--- src/rtl/irq_pkg.sv ---
package irq_pkg;
    localparam int LVL_W  = 3;
    localparam int VEC_W  = 8;
    localparam int ADDR_W = VEC_W + 2;

    typedef logic [LVL_W-1:0] lvl_t;
    typedef logic [VEC_W-1:0] vec_t;

    localparam lvl_t NMI_LVL  = '1;
    localparam vec_t SPUR_VEC = vec_t'(24);

    typedef struct packed {
        logic take;
        logic busy;
        logic armed;
        lvl_t lvl;
    } acc_st_t;

    typedef struct packed {
        logic              valid;
        vec_t              num;
        logic [ADDR_W-1:0] addr;
    } vec_st_t;

    function automatic vec_t auto_vec(lvl_t l);
        return SPUR_VEC + vec_t'(l);
    endfunction
endpackage

--- src/rtl/irq_line_enc.sv ---
module irq_line_enc
    import irq_pkg::*;
#(
    parameter int N_LINES = 7
) (
    input  logic [N_LINES-1:0] lines_i,
    output lvl_t               level_o
);
    always_comb begin
        level_o = '0;
        for (int i = 0; i < N_LINES; i++) begin
            if (lines_i[i]) level_o = lvl_t'(i + 1);
        end
    end
endmodule

--- src/rtl/irq_accept.sv ---
module irq_accept
    import irq_pkg::*;
(
    input  logic clk,
    input  logic rst_n,
    input  lvl_t level_i,
    input  lvl_t mask_i,
    input  logic sample_i,
    input  logic ack_i,
    output logic take_o,
    output logic busy_o,
    output lvl_t lvl_o
);
    acc_st_t s_d, s_q;
    logic    is_nmi, wins, fire;

    always_comb begin
        s_d      = s_q;
        s_d.take = 1'b0;
        is_nmi   = (level_i == NMI_LVL);
        wins     = is_nmi ? s_q.armed : (level_i > mask_i);
        fire     = sample_i && !s_q.busy && wins;
        if (fire) begin
            s_d.take = 1'b1;
            s_d.busy = 1'b1;
            s_d.lvl  = level_i;
        end else if (ack_i && s_q.busy) begin
            s_d.busy = 1'b0;
        end
        if (fire && is_nmi) begin
            s_d.armed = 1'b0;
        end else if (!is_nmi) begin
            s_d.armed = 1'b1;
        end
    end

    always_ff @(posedge clk) begin
        if (!rst_n) begin
            s_q <= '{take: 1'b0, busy: 1'b0, armed: 1'b1, lvl: '0};
        end else begin
            s_q <= s_d;
        end
    end

    assign take_o = s_q.take;
    assign busy_o = s_q.busy;
    assign lvl_o  = s_q.lvl;

    AST_NO_DOUBLE_TAKE: assert property (@(posedge clk) disable iff (!rst_n)
        s_q.take |=> !s_q.take);
    AST_ABOVE_MASK: assert property (@(posedge clk) disable iff (!rst_n)
        s_q.take |-> (s_q.lvl == NMI_LVL || s_q.lvl > $past(mask_i)));
    AST_NO_LEVEL_ZERO: assert property (@(posedge clk) disable iff (!rst_n)
        s_q.take |-> (s_q.lvl != '0));
endmodule

--- src/rtl/irq_vector.sv ---
module irq_vector
    import irq_pkg::*;
(
    input  logic              clk,
    input  logic              rst_n,
    input  logic              busy_i,
    input  lvl_t              lvl_i,
    input  logic              ack_i,
    input  logic              ext_i,
    input  logic              none_i,
    input  vec_t              ext_vec_i,
    output logic              valid_o,
    output vec_t              num_o,
    output logic [ADDR_W-1:0] addr_o
);
    vec_st_t v_d, v_q;

    always_comb begin
        v_d       = v_q;
        v_d.valid = 1'b0;
        if (ack_i && busy_i) begin
            v_d.valid = 1'b1;
            if (none_i)     v_d.num = SPUR_VEC;
            else if (ext_i) v_d.num = ext_vec_i;
            else            v_d.num = auto_vec(lvl_i);
            v_d.addr = {v_d.num, 2'b00};
        end
    end

    always_ff @(posedge clk) begin
        if (!rst_n) begin
            v_q <= '0;
        end else begin
            v_q <= v_d;
        end
    end

    assign valid_o = v_q.valid;
    assign num_o   = v_q.num;
    assign addr_o  = v_q.addr;

    AST_ADDR_TIMES_FOUR: assert property (@(posedge clk) disable iff (!rst_n)
        v_q.valid |-> (v_q.addr == {v_q.num, 2'b00}));
    AST_SPURIOUS_SEL: assert property (@(posedge clk) disable iff (!rst_n)
        (v_q.valid && $past(none_i)) |-> (v_q.num == SPUR_VEC));
    AST_EXTERNAL_SEL: assert property (@(posedge clk) disable iff (!rst_n)
        (v_q.valid && $past(ext_i) && !$past(none_i)) |-> (v_q.num == $past(ext_vec_i)));
endmodule

--- src/rtl/irq_level_ctrl.sv ---
module irq_level_ctrl
    import irq_pkg::*;
#(
    parameter int N_LINES = 7
) (
    input  logic               clk,
    input  logic               rst_n,
    input  logic [N_LINES-1:0] irq_lines,
    input  logic [2:0]         irq_code,
    input  logic [2:0]         cur_mask,
    input  logic               sample_en,
    input  logic               ack_done,
    input  logic               ack_ext,
    input  logic               ack_none,
    input  logic [7:0]         ext_vector,
    output logic               take,
    output logic [2:0]         new_mask,
    output logic               force_super,
    output logic               vec_valid,
    output logic [7:0]         vec_num,
    output logic [9:0]         vec_addr
);
    lvl_t line_lvl, eff_lvl, acc_lvl;
    logic busy;

    irq_line_enc #(.N_LINES(N_LINES)) u_enc (
        .lines_i (irq_lines),
        .level_o (line_lvl)
    );

    assign eff_lvl = (irq_code > line_lvl) ? irq_code : line_lvl;

    irq_accept u_acc (
        .clk      (clk),
        .rst_n    (rst_n),
        .level_i  (eff_lvl),
        .mask_i   (cur_mask),
        .sample_i (sample_en),
        .ack_i    (ack_done),
        .take_o   (take),
        .busy_o   (busy),
        .lvl_o    (acc_lvl)
    );

    irq_vector u_vec (
        .clk       (clk),
        .rst_n     (rst_n),
        .busy_i    (busy),
        .lvl_i     (acc_lvl),
        .ack_i     (ack_done),
        .ext_i     (ack_ext),
        .none_i    (ack_none),
        .ext_vec_i (ext_vector),
        .valid_o   (vec_valid),
        .num_o     (vec_num),
        .addr_o    (vec_addr)
    );

    assign new_mask    = acc_lvl;
    assign force_super = take;
endmodule

--- config.mk ---
export PLATFORM = sky130hd
export DESIGN_NAME = irq_level_ctrl
export DESIGN_NICKNAME = d
export VERILOG_FILES = /design/src/rtl/irq_pkg.sv /design/src/rtl/irq_line_enc.sv /design/src/rtl/irq_accept.sv /design/src/rtl/irq_vector.sv /design/src/rtl/irq_level_ctrl.sv
export SDC_FILE = /design/constraint.sdc
export NUM_CORES = 1
export LEC_CHECK = 0
export CAP_MARGIN = 15
export CORE_MARGIN = 4
export CORE_UTILIZATION = 30
export CTS_BUF_LIST = sky130_fd_sc_hd__clkbuf_4 sky130_fd_sc_hd__clkbuf_8
export CTS_CLUSTER_SIZE = 30
export DETAILED_ROUTE_END_ITERATION = 12
export DONT_BUFFER_PORTS = 1
export PLACE_DENSITY = 0.46
export SYNTH_ARGS = -nofsm -noshare
export SYNTH_HDL_FRONTEND = slang
export SYNTH_SLANG_ARGS = --single-unit
--- constraint.sdc ---
create_clock -name clk -period 4.23 [get_ports clk]
set_input_delay 0.846 -clock clk [delete_from_list [all_inputs] [get_ports clk]]
set_output_delay 0.846 -clock clk [all_outputs]
set_load 0.02 [all_outputs]
## Yosys cells after proc, flatten, opt, wreduce, memory -nomap -nowiden

Index checks and enable logic that the tools add are counted.

- Register bits after elaboration: 15
- Bits in latches: 0
- RAM bits: 0
- Memory bits (read-only): 0
- Input port bits: 27
- Output and inout bits: 24
- Logic and storage cells: 34
- Memories: 0

- Add/subtract/negate cells: 1
- Multiply operators: 0
- Div/mod/pow operators: 0
- Order comparisons: 2
- Equality and inequality tests: 2
- Shift-type cells: 0
- Muxes and demuxes: 17
- Bitwise logic cells: 0
- Reductions and logical operators: 6

Operator list:

| operator | number |
|---|---|
| 19-bit two-way mux | 1 |
| 8-bit two-way mux | 2 |
| 3-bit two-way mux | 5 |
| 1-bit two-way mux | 7 |
| 5-bit by 3-bit adder with 6-bit output (first input constant) | 1 |
| 3-bit > comparator | 2 |
| 1-bit logical AND | 4 |
| 2-bit two-way mux | 2 |
| 3-bit equality test (second input constant) | 1 |
| 2-bit inequality test (second input constant) | 1 |
| 2-bit nonzero test | 1 |
| 1-bit logical NOT | 1 |

## Longest topological paths before layout

Gate-level depths: netlist of run 1.

- Depth in word-level cells: 14
- Gate-level depth with buffers: 14
- Gate-level depth less buffers: 14

## Modules after synthesis

Synthesis of run 1 repeated with hierarchy kept, for this count alone.

- Cell total of the unflattened synthesis: 111
- Area, all modules: 952.2 um^2

Modules (own cells, without submodules):

| module | instances | cells each | area an instance (um^2) | seq. area each (um^2) |
|---|---|---|---|---|
| irq_vector | 1 | 48 | 460.4 | 180.2 |
| irq_accept | 1 | 38 | 324.1 | 120.1 |
| irq_level_ctrl | 1 | 15 | 122.6 | 0.0 |
| irq_line_enc | 1 | 10 | 45.0 | 0.0 |

## Least setup slack after synthesis of run 1

No wires, ideal clock.

- Path type: input port to flip-flop
- From: input port irq_lines[3]
- To: register u_acc.s_q, in the netlist u_acc.lvl_o[2]
- Data arrival time: 3572 ps
- Slack: 584 ps
- Cell stages on the path: 13
- Buffers on the path: 0
- Cells stage by stage: or4_4 inv_1 ha_1 a21oi_2 a21o_1 mux2i_1 inv_1 ha_1 nor2b_1 o21a_1 o21ai_0 or4_1 a31oi_1

- Word-level cells in the longest chain between the ends: 9

Ends and longest elaborated chain:

| element | RTL line | text |
|---|---|---|
| start, declared | irq_level_ctrl.sv:8 | `input logic [N_LINES-1:0] irq_lines,` |
| 3-bit two-way mux * (4 in series) | irq_line_enc.sv:12 | `if (lines_i[i]) level_o = lvl_t'(i + 1);` |
| 3-bit > comparator | irq_level_ctrl.sv:31 | `assign eff_lvl = (irq_code > line_lvl) ? irq_code : line_lvl;` |
| 3-bit two-way mux * | irq_level_ctrl.sv:31 |  |
| net eff_lvl[1] | irq_level_ctrl.sv:23 | `lvl_t line_lvl, eff_lvl, acc_lvl;` |
| 3-bit > comparator / 3-bit equality test (equally long branches) | irq_accept.sv:21, irq_accept.sv:20 |  |
| 1-bit two-way mux * | irq_accept.sv:21 | `wins = is_nmi ? s_q.armed : (level_i > mask_i);` |
| 1-bit logical AND * | irq_accept.sv:22 | `fire = sample_i && !s_q.busy && wins;` |
| end signal, assigned | irq_accept.sv:39 | `s_q <= '{take: 1'b0, busy: 1'b0, armed: 1'b1, lvl: '0};` |
| end, declared | irq_accept.sv:14 | `acc_st_t s_d, s_q;` |

The timed path passes the listed nets; every way through them passes the cells marked *.
A chain may end at the register's enable or synchronous reset.

## Worst setup path after layout of run 1

Ends and elaborated chain as after synthesis.

==> flow_summary.toml, run 1 <==
[pwr]
ir_drop_v = 0.0000804
leakagePower_nw = 0.419
switchingPower_w = 0.000119
powerDensity_mw_per_mm2 = 354
swShare_pct = 34.1
power_frac_comb_pct = 22.9
total_power_w = 0.000349
p_int_w = 0.000230
seqPwrFrac_pct = 51.7
clock_power_share_pct = 25.3

[drt]
first_iter_violations = 22
wl_met1_um = 950
dr.pass1.iters = 4
route.met2.wl_mm = 1.06
vias = 779
drcViolationCount = 0
vias_per_cell = 4.93
wl_mm = 2.24
wl_per_cell_um = 14.2
routed.top_layer = "met4"
ant_nets = 0
wl_met3_um = 215

[final_layout]
final_cell_mix = "nor2_1 (16), dfxtp_1 (15), inv_1 (10), a21oi_1 (7)"
final_cell_area_sq_um = 986
n_fill_cell = 347
syn_to_final_growth_pct = -2.72
drive_gt1_share_pct = 8.77
final_common_cell = "nor2_1"
fin_nets = 148
diodes = 0

[clock_network]
clk_root_buffer_cell = "clkbuf_4"
clkLatencyLatePin_ns = 0.28
cts_htree_levels = 1
cts_hold_buf = 0
cts_tree = "done"
clk_pin_slew_ns = 0.09
cts-buffers-inserted = 3
post_cts_buffers = 0
clock_path_buffers = 2
clock-sinks = 15
cts_resized = 0

[placement]
dpl_worst_slack_ns = 0.285
placed_area_sq_um = 956
io_buffers = 0
dpl.hpwl_mm = 1.85
gp_congestion = 0.830

[global_routing]
grt_pass1_wl_mm = 3.31
grt_pass1_vias = 712
grt_antenna_before_repair = 0
grt_overflow_total = 0
grt_max_degree = 15
grt_usage_pct = 10.0

[sta]
fmax_mhz = 271
slew_viol_final = 0
holdWs_ns = 0.493
tns_ns = 0
setup_violations = 0
fin_crit_sh_pct = 87.3
layout_setup_ws_ns = 0.537
skew_ns = 0.00176
rsz0062_at_grt = "no"
final_hold_viol_count = 0
fin_crit_ns = 3.69

[synth]
synth_area_sq_mm = 0.00101
synth_largest_area_cell = "dfxtp_1"
yosysTopAreaCellShare_pct = 29.6
syn_inst = 126
synth_cell_type_count = 34
ys_seq_elements = 15
ys.warnings.count = 0
synth_seq_area_share_pct = 29.6
synth_area_leaders = "dfxtp_1 (30%), buf_4 (10%), ha_1 (7.4%)"
synth_area_per_cell_sq_um = 8.04

[setup_path]
cp_num_buf_inv = 2
cp_max_fo = 5
path_cells = "or4_4 -> inv_1 -> ha_1 -> a21oi_2 -> a21o_1 -> mux2i_1 -> inv_1 -> ha_1 -> nor2b_1 -> o21a_1 -> o21ai_0 -> or4_1 -> a31oi_1"
critPathKind = "input port to register"
required_ns = 4.44
arrival_ns = 3.90
crit_slowest_cell = "or4_4"
path_delay_family = "simple AND/OR/NAND/NOR gates"
cpPeakStageDelay_ns = 0.52
critPathCaptureType = "register"
cp-start-kind = "input port"

[die]
rows = 20
die_area_sq_mm = 0.00437
dieWidth_um = 66.1
chipHeight_um = 66.1
core_sq_mm = 0.00315
pin_count = 51
initial_core_util_pct = 32.1

[run]
drv_cap = 0

[min_path]
hold_path_class = "register to register"

[outcome]
status = "complete, no violations"
[synthesized netlist by cell type (all sizes together)]
| library cell | number |
|---|---|
| nor3 | 6 |
| and3 | 3 |
| ha | 6 |
| nand2b | 2 |
| a211oi | 1 |
| o31ai | 4 |
| nor3b | 1 |
| dfxtp | 15 |
| a21oi | 8 |
| clkbuf | 3 |
| nand2 | 4 |
| nand3b | 2 |
| o211ai | 1 |
| a21boi | 1 |
| buf | 14 |
| a21o | 2 |
| o22ai | 2 |
| o21ai | 4 |
| or4 | 2 |
| and2 | 1 |
| o21a | 2 |
| nor2 | 17 |
| a32o | 1 |
| nor2b | 2 |
| a22oi | 3 |
| a31oi | 3 |
| mux2i | 4 |
| inv | 10 |
| conb | 1 |
| o2111ai | 1 |
[stage by stage]
step | util [%] | instances
5_1_grt | 31.3 | 158
4_1_cts | 31.3 | 158
6_report | 31.3 | 158
2_1_floorplan | - | 127
3_3_place_gp | 30.3 | 154
3_5_place_dp | 30.3 | 154
[registers in the layout, indices dropped and copies added, names as in the netlist]
signal	flops
u_acc.lvl_o	3
u_vec.valid_o	1
u_acc.s_q	1
u_vec.addr_o	8
u_acc.take_o	1
u_acc.busy_o	1
[worst reg2reg max path, stage by stage, from the launching register on]
cell and delay, ns:
dfxtp_1 0.34, nand2b_1 0.20, a31oi_1 0.19, o21ai_0 0.16, or4_1 0.42, a31oi_1 0.18
[path summary, 6_finish.rpt]
| check | start | slack (ns) | to | depth (start not counted) |
|---|---|---|---|---|
| max | irq_lines[3] | 0.54 | u_acc.lvl_o[2] | 13 |
| min | u_acc.s_q[3] | 0.49 | u_acc.s_q[3] | 2 |
| max reg2reg | u_acc.busy_o | 2.68 | u_acc.lvl_o[2] | 5 |
| min reg2reg | u_acc.s_q[3] | 0.49 | u_acc.s_q[3] | 2 |
[area by class of cell]
| cell class | instances | area, sq um | share of cell area [%] |
|---|---|---|---|
| Clock buffer | 4 | 30.0 | 3.05 |
| Inverter | 10 | 37.5 | 3.81 |
| Multi-Input combinational cell | 85 | 563 | 57.1 |
| Sequential cell | 15 | 300 | 30.5 |
| Tap cell | 44 | 55.1 | 5.58 |
[metal layers]
layer	vias up	GRT usage, %
met3	2	3.57
met1	340	11.8
met2	32	15.5
met4	0	6.09
met5	-	0
li1	405	-
[power by group through the flow]
stage | Clock [W] | Sequential (W) | Combinational [W]
after floorplan | 0 | 0.000169 | 0.0000936
after global placement | 0 | 0.000184 | 0.0000785
after detailed placement | 0 | 0.000184 | 0.0000800
after CTS | 0.0000912 | 0.000181 | 0.0000804
after global routing | 0.0000984 | 0.000182 | 0.0000901
final | 0.0000885 | 0.000181 | 0.0000800
[cells by family (layout without fill, tap and decap cells)]
group                      count (synthesis)  after routing  share of synthesized area, %
DFF                                       15             15                          29.6
and+or+nand+nor                           40             40                          21.5
muxes                                      4              4                          3.95
AOI/OAI and AO/OA                         33             33                          22.0
buffers and inverters                     27             14                          15.2
adders and majority gates                  6              6                          7.41
other                                      1              2                         0.370
Power figures use the tool's default switching activity.
==> run 2, diff against run 1 <==
Settings changed: CORE_ASPECT_RATIO set to 1.4.
==> run 2 against run 1 <==
First-iteration DRC count down 32%; worst hold slack worse by 0.029 ns; clock skew is 0.00059 ns lower; die area up 0.30%; critical path type unchanged; highest routed layer unchanged.
==> flow_summary.toml, run 2 (synthesized netlist as in run 1, its figures left out) <==
[outcome]
status = "complete, no violations"

[setup_path]
cp_max_fo = 5
crit_slowest_cell = "or4_4"
cpPeakStageDelay_ns = 0.51
cp-start-kind = "input port"
r2r_setup_slack_ns = 2.70
path_delay_family = "simple AND/OR/NAND/NOR gates"
cp.depth = 13
critPathKind = "input port to register"
path_cells = "or4_4 -> inv_1 -> ha_1 -> a21oi_2 -> a21o_1 -> mux2i_1 -> inv_1 -> ha_1 -> nor2b_1 -> o21a_1 -> o21ai_0 -> or4_1 -> a31oi_1"
crit_end = "u_acc.lvl_o[2]"
critPathCaptureType = "register"
cp_num_buf_inv = 2
startpoint = "irq_lines[3]"
r2r_start = "u_acc.busy_o"
worstReg2RegEnd = "u_acc.lvl_o[2]"
arrival_ns = 3.89
required_ns = 4.40
rr_worst_depth = 5

[drt]
vias_per_cell = 5.39
wl_mm = 2.16
wl_per_cell_um = 14.1
vias = 825
first_iter_violations = 15
dr.pass1.iters = 4
drcViolationCount = 0
ant_nets = 0

[pwr]
seqPwrFrac_pct = 47.2
powerDensity_mw_per_mm2 = 383
swShare_pct = 31.8
clock_power_share_pct = 31.6
p_int_w = 0.000261
switchingPower_w = 0.000122
power_frac_comb_pct = 21.2
ir_drop_v = 0.000161
leakagePower_nw = 0.426

[die]
rows = 24
dieWidth_um = 57.1
pin_count = 51
chipHeight_um = 76.8
core_sq_mm = 0.00318
initial_core_util_pct = 31.8
die_area_sq_mm = 0.00439

[sta]
skew_ns = 0.00117
fmax_mhz = 269
rsz0062_at_grt = "no"
slew_viol_final = 0
layout_setup_ws_ns = 0.510
setup_violations = 0
fin_crit_sh_pct = 88.0
fin_crit_ns = 3.72
final_hold_viol_count = 0
tns_ns = 0

[final_layout]
syn_to_final_growth_pct = -1.48
finish.utilization_pct = 31.4
drive_gt1_share_pct = 8.77
final_cell_mix = "nor2_1 (16), dfxtp_1 (15), inv_1 (10), a21oi_1 (7)"
final_common_cell = "nor2_1"
n_fill_cell = 367
largest_reg_flops = 8
instances_no_fill = 153
final_cell_area_sq_um = 998
diodes = 0
fin_nets = 148

[global_routing]
grt_overflow_total = 0
grt_util_met2_pct = 16.7
grt_antenna_before_repair = 0
grt_max_degree = 15
grt_pass1_wl_mm = 3.44
grt.busiest_layer = "met2"
grt_pass1_vias = 826
grt_usage_pct = 9.79
use_met1_pct = 10.2
grt_use_met3_pct = 3.36

[placement]
placed_cells = 149
placed_area_sq_um = 950
io_buffers = 0
dpl_worst_slack_ns = 0.218
gp_congestion = 0.743
dpl.hpwl_mm = 1.81

[run]
drv_cap = 0

[clock_network]
clock-sinks = 15
cts_resized = 0
cts-buffers-inserted = 3
post_cts_buffers = 0
cts_tree = "done"
cts_htree_levels = 1
clk_root_buffer_cell = "clkbuf_8"
clk_pin_slew_ns = 0.06
clkLatencyLatePin_ns = 0.24
cts_hold_buf = 0
clock_path_buffers = 2

[min_path]
hold_path_class = "register to register"
==> run 2: cell counts in the layout (fill, tap and decap cells not counted) <==
Identical to the previous run, type by type.
==> run 2: tightest hold or removal path: stages, from the launching register on <==
cell and delay, ns:
dfxtp_1 0.32, a21oi_1 0.06, nand2_1 0.05
==> run 2: final cells by class <==
class	count	area (sq um)	area share [%]
Tap cell	39	48.8	4.89
Sequential cell	15	300	30.1
Clock buffer	4	48.8	4.89
Inverter	10	37.5	3.76
Multi-Input combinational cell	85	563	56.4
==> run 2: worst min-delay path by stage <==
stage	start	to	slack (ns)	depth (start not counted)
CTS	u_acc.s_q[3]	u_acc.s_q[3]	0.47	2
floorplan	u_acc.s_q[3]	u_acc.s_q[3]	0.44	2
global route	u_acc.s_q[3]	u_acc.s_q[3]	0.52	2
finish	u_acc.s_q[3]	u_acc.s_q[3]	0.46	2
detailed placement	u_acc.s_q[3]	u_acc.s_q[3]	0.45	2
global placement	u_acc.s_q[3]	u_acc.s_q[3]	0.45	2
==> run 2: stage by stage <==
step / hold slack [ns] / power, W
floorplan: 0.437 / 0.000262
global placement: 0.454 / 0.000262
detailed placement: 0.451 / 0.000266
CTS: 0.467 / 0.000389
global route: 0.516 / 0.000405
finish: 0.463 / 0.000382
==> run 2: per-layer routing <==
metal | wire length (um) | up-vias
met1 | 794 | 381
met5 | 0 | -
li1 | - | 406
met2 | 1090 | 36
met3 | 249 | 2
met4 | 27 | 0
==> run 2: power groups by stage <==
stage	Combinational [W]	Sequential (W)	Clock [W]
CTS	0.0000819	0.000181	0.000126
floorplan	0.0000936	0.000169	0
detailed placement	0.0000817	0.000184	0
global route	0.0000923	0.000183	0.000130
finish	0.0000809	0.000181	0.000121
global placement	0.0000780	0.000184	0
==> run 3, diff against run 2 <==
Settings changed: BUFFER_PORTS_ARGS set to -buffer_cell sky130_fd_sc_hd__buf_4, CORE_UTILIZATION 30 to 47, CTS_BUF_LIST sky130_fd_sc_hd__clkbuf_4 sky130_fd_sc_hd__clkbuf_8 to sky130_fd_sc_hd__clkbuf_8, DONT_BUFFER_PORTS 1 to not set, PLACE_DENSITY 0.46 to 0.84.
==> run 3 against run 2 <==
Power grew 8.2%; cell count grew 20%; count of clock-buffer cells in the layout fell by 1; design area increased by 33%; non-clock buffer count rose by 48; wire length is 14% higher; sequential power shrank 9%; clock power shrank 9.9%; worst hold slack better by 0.011 ns; critical path type unchanged; critical endpoint unchanged; largest cell class unchanged; largest power group unchanged.
==> flow_summary.toml, run 3 (synthesized netlist as in run 1, its figures left out) <==
[sta]
skew_ns = 0.00250
setup_violations = 0
fin_crit_sh_pct = 91.7
fin_crit_ns = 3.88
tns_ns = 0
final_hold_viol_count = 0
slew_viol_final = 0
fmax_mhz = 258
rsz0062_at_grt = "no"

[setup_path]
arrival_ns = 4.04
r2r_start = "u_acc.busy_o"
path_cells = "buf_4 -> or4_4 -> inv_1 -> ha_1 -> a21oi_2 -> a21o_1 -> mux2i_1 -> inv_1 -> ha_1 -> nor2b_1 -> o21a_1 -> o21ai_0 -> or4_1 -> a31oi_1"
required_ns = 4.40
critPathCaptureType = "register"
cp-start-kind = "input port"
critPathKind = "input port to register"
cpPeakStageDelay_ns = 0.53
r2r_setup_slack_ns = 2.69
rr_worst_depth = 5
worstReg2RegEnd = "u_acc.lvl_o[2]"
crit_slowest_cell = "or4_4"
cp_max_fo = 5

[clock_network]
clkLatencyLatePin_ns = 0.24
clock_path_buffers = 2
clk_pin_slew_ns = 0.06
cts_tree = "done"
post_cts_buffers = 0
clk_root_buffer_cell = "clkbuf_8"
cts_htree_levels = 1
cts_hold_buf = 0
cts_resized = 0
clock-sinks = 15
cts-buffers-inserted = 3

[final_layout]
fin_nets = 196
finish.utilization_pct = 65.9
syn_to_final_growth_pct = 31.5
drive_gt1_share_pct = 35.2
final_cell_mix = "buf_4 (48), nor2_1 (16), dfxtp_1 (15), inv_1 (11), a21oi_1 (7)"
final_common_cell = "buf_4"
largest_reg_flops = 8
diodes = 0

[global_routing]
grt_pass1_wl_mm = 3.90
grt_antenna_before_repair = 0
grt_overflow_total = 0
grt_usage_pct = 17.1
grt_max_degree = 15
grt_pass1_vias = 989

[die]
chipHeight_um = 62.9
rows = 19
initial_core_util_pct = 50.2
core_sq_mm = 0.00202
pin_count = 51
dieWidth_um = 47.2
die_area_sq_mm = 0.00297

[drt]
route.met2.wl_mm = 1.33
dr.pass1.iters = 4
vias_per_cell = 5.46
ant_nets = 0
first_iter_violations = 33
wl_per_cell_um = 13.5
routed.top_layer = "met4"
wl_met1_um = 854
drcViolationCount = 0
vias = 1000
wl_met3_um = 261
wl_mm = 2.47

[pwr]
powerDensity_mw_per_mm2 = 310
ir_drop_v = 0.000166
leakagePower_nw = 0.671

[run]
drv_cap = 0

[placement]
io_buffers = 48
gp_congestion = 0.795
dpl.hpwl_mm = 2.10

[min_path]
hold_depth = 2
hold_path_class = "register to register"
hold_start = "u_acc.s_q[3]"
hold_end = "u_acc.s_q[3]"

[outcome]
status = "complete, no violations"
[run 3: power breakdown]
part,internal [W],switching [W],total (W)
Combinational,0.0000652,0.0000756,0.000141
Sequential,0.000153,0.0000103,0.000164
Clock,0.0000641,0.0000451,0.000109
[run 3: area by class of cell]
cell class,instances,area (sq um)
multi-input cells,85,563
inverters,10,37.5
well taps,21,26.3
repair buffers,48,360
flip-flops and latches,15,300
clock inverters,1,3.75
clock buffers,3,41.3
fillers,163,688
[run 3: how the worst max path moves through the flow]
stage                            start              to  slack, ns  depth (start not counted)
after floorplan           irq_lines[3]  u_acc.lvl_o[2]       0.58                         13
after global placement    irq_lines[3]  u_acc.lvl_o[2]       0.32                         14
after detailed placement  irq_lines[3]  u_acc.lvl_o[2]       0.13                         14
after CTS                 irq_lines[3]  u_acc.lvl_o[2]       0.36                         14
after global routing      irq_lines[3]  u_acc.lvl_o[2]       0.16                         14
final                     irq_lines[3]  u_acc.lvl_o[2]       0.35                         14
[run 3: layer usage]
metal | vias to the layer above | global-route usage [%]
li1 | 500 | -
met1 | 448 | 17.8
met2 | 48 | 30.5
met3 | 4 | 3.46
met4 | 0 | 6.92
met5 | - | 0
[run 3: worst max-delay path: cells and delay by family]
kind,cells,cell delay (ns)
AOI/OAI and AO/OA,5,0.87
adders and majority gates,2,0.56
buffers and inverters,3,0.32
muxes,1,0.34
and+or+nand+nor,3,1.11
[run 3: per-stage QoR]
| stage | worst slack [ns] | power, W | area [sq um] | instances | hold WS, ns |
|---|---|---|---|---|---|
| floorplan | 0.584 | 0.000262 | 1020 | 127 | 0.437 |
| global placement | 0.317 | 0.000301 | 1290 | 179 | 0.450 |
| detailed placement | 0.128 | 0.000307 | 1290 | 179 | 0.465 |
| CTS | 0.363 | 0.000415 | 1330 | 183 | 0.479 |
| global route | 0.162 | 0.000439 | 1330 | 183 | 0.500 |
| finish | 0.353 | 0.000414 | 1330 | 183 | 0.474 |
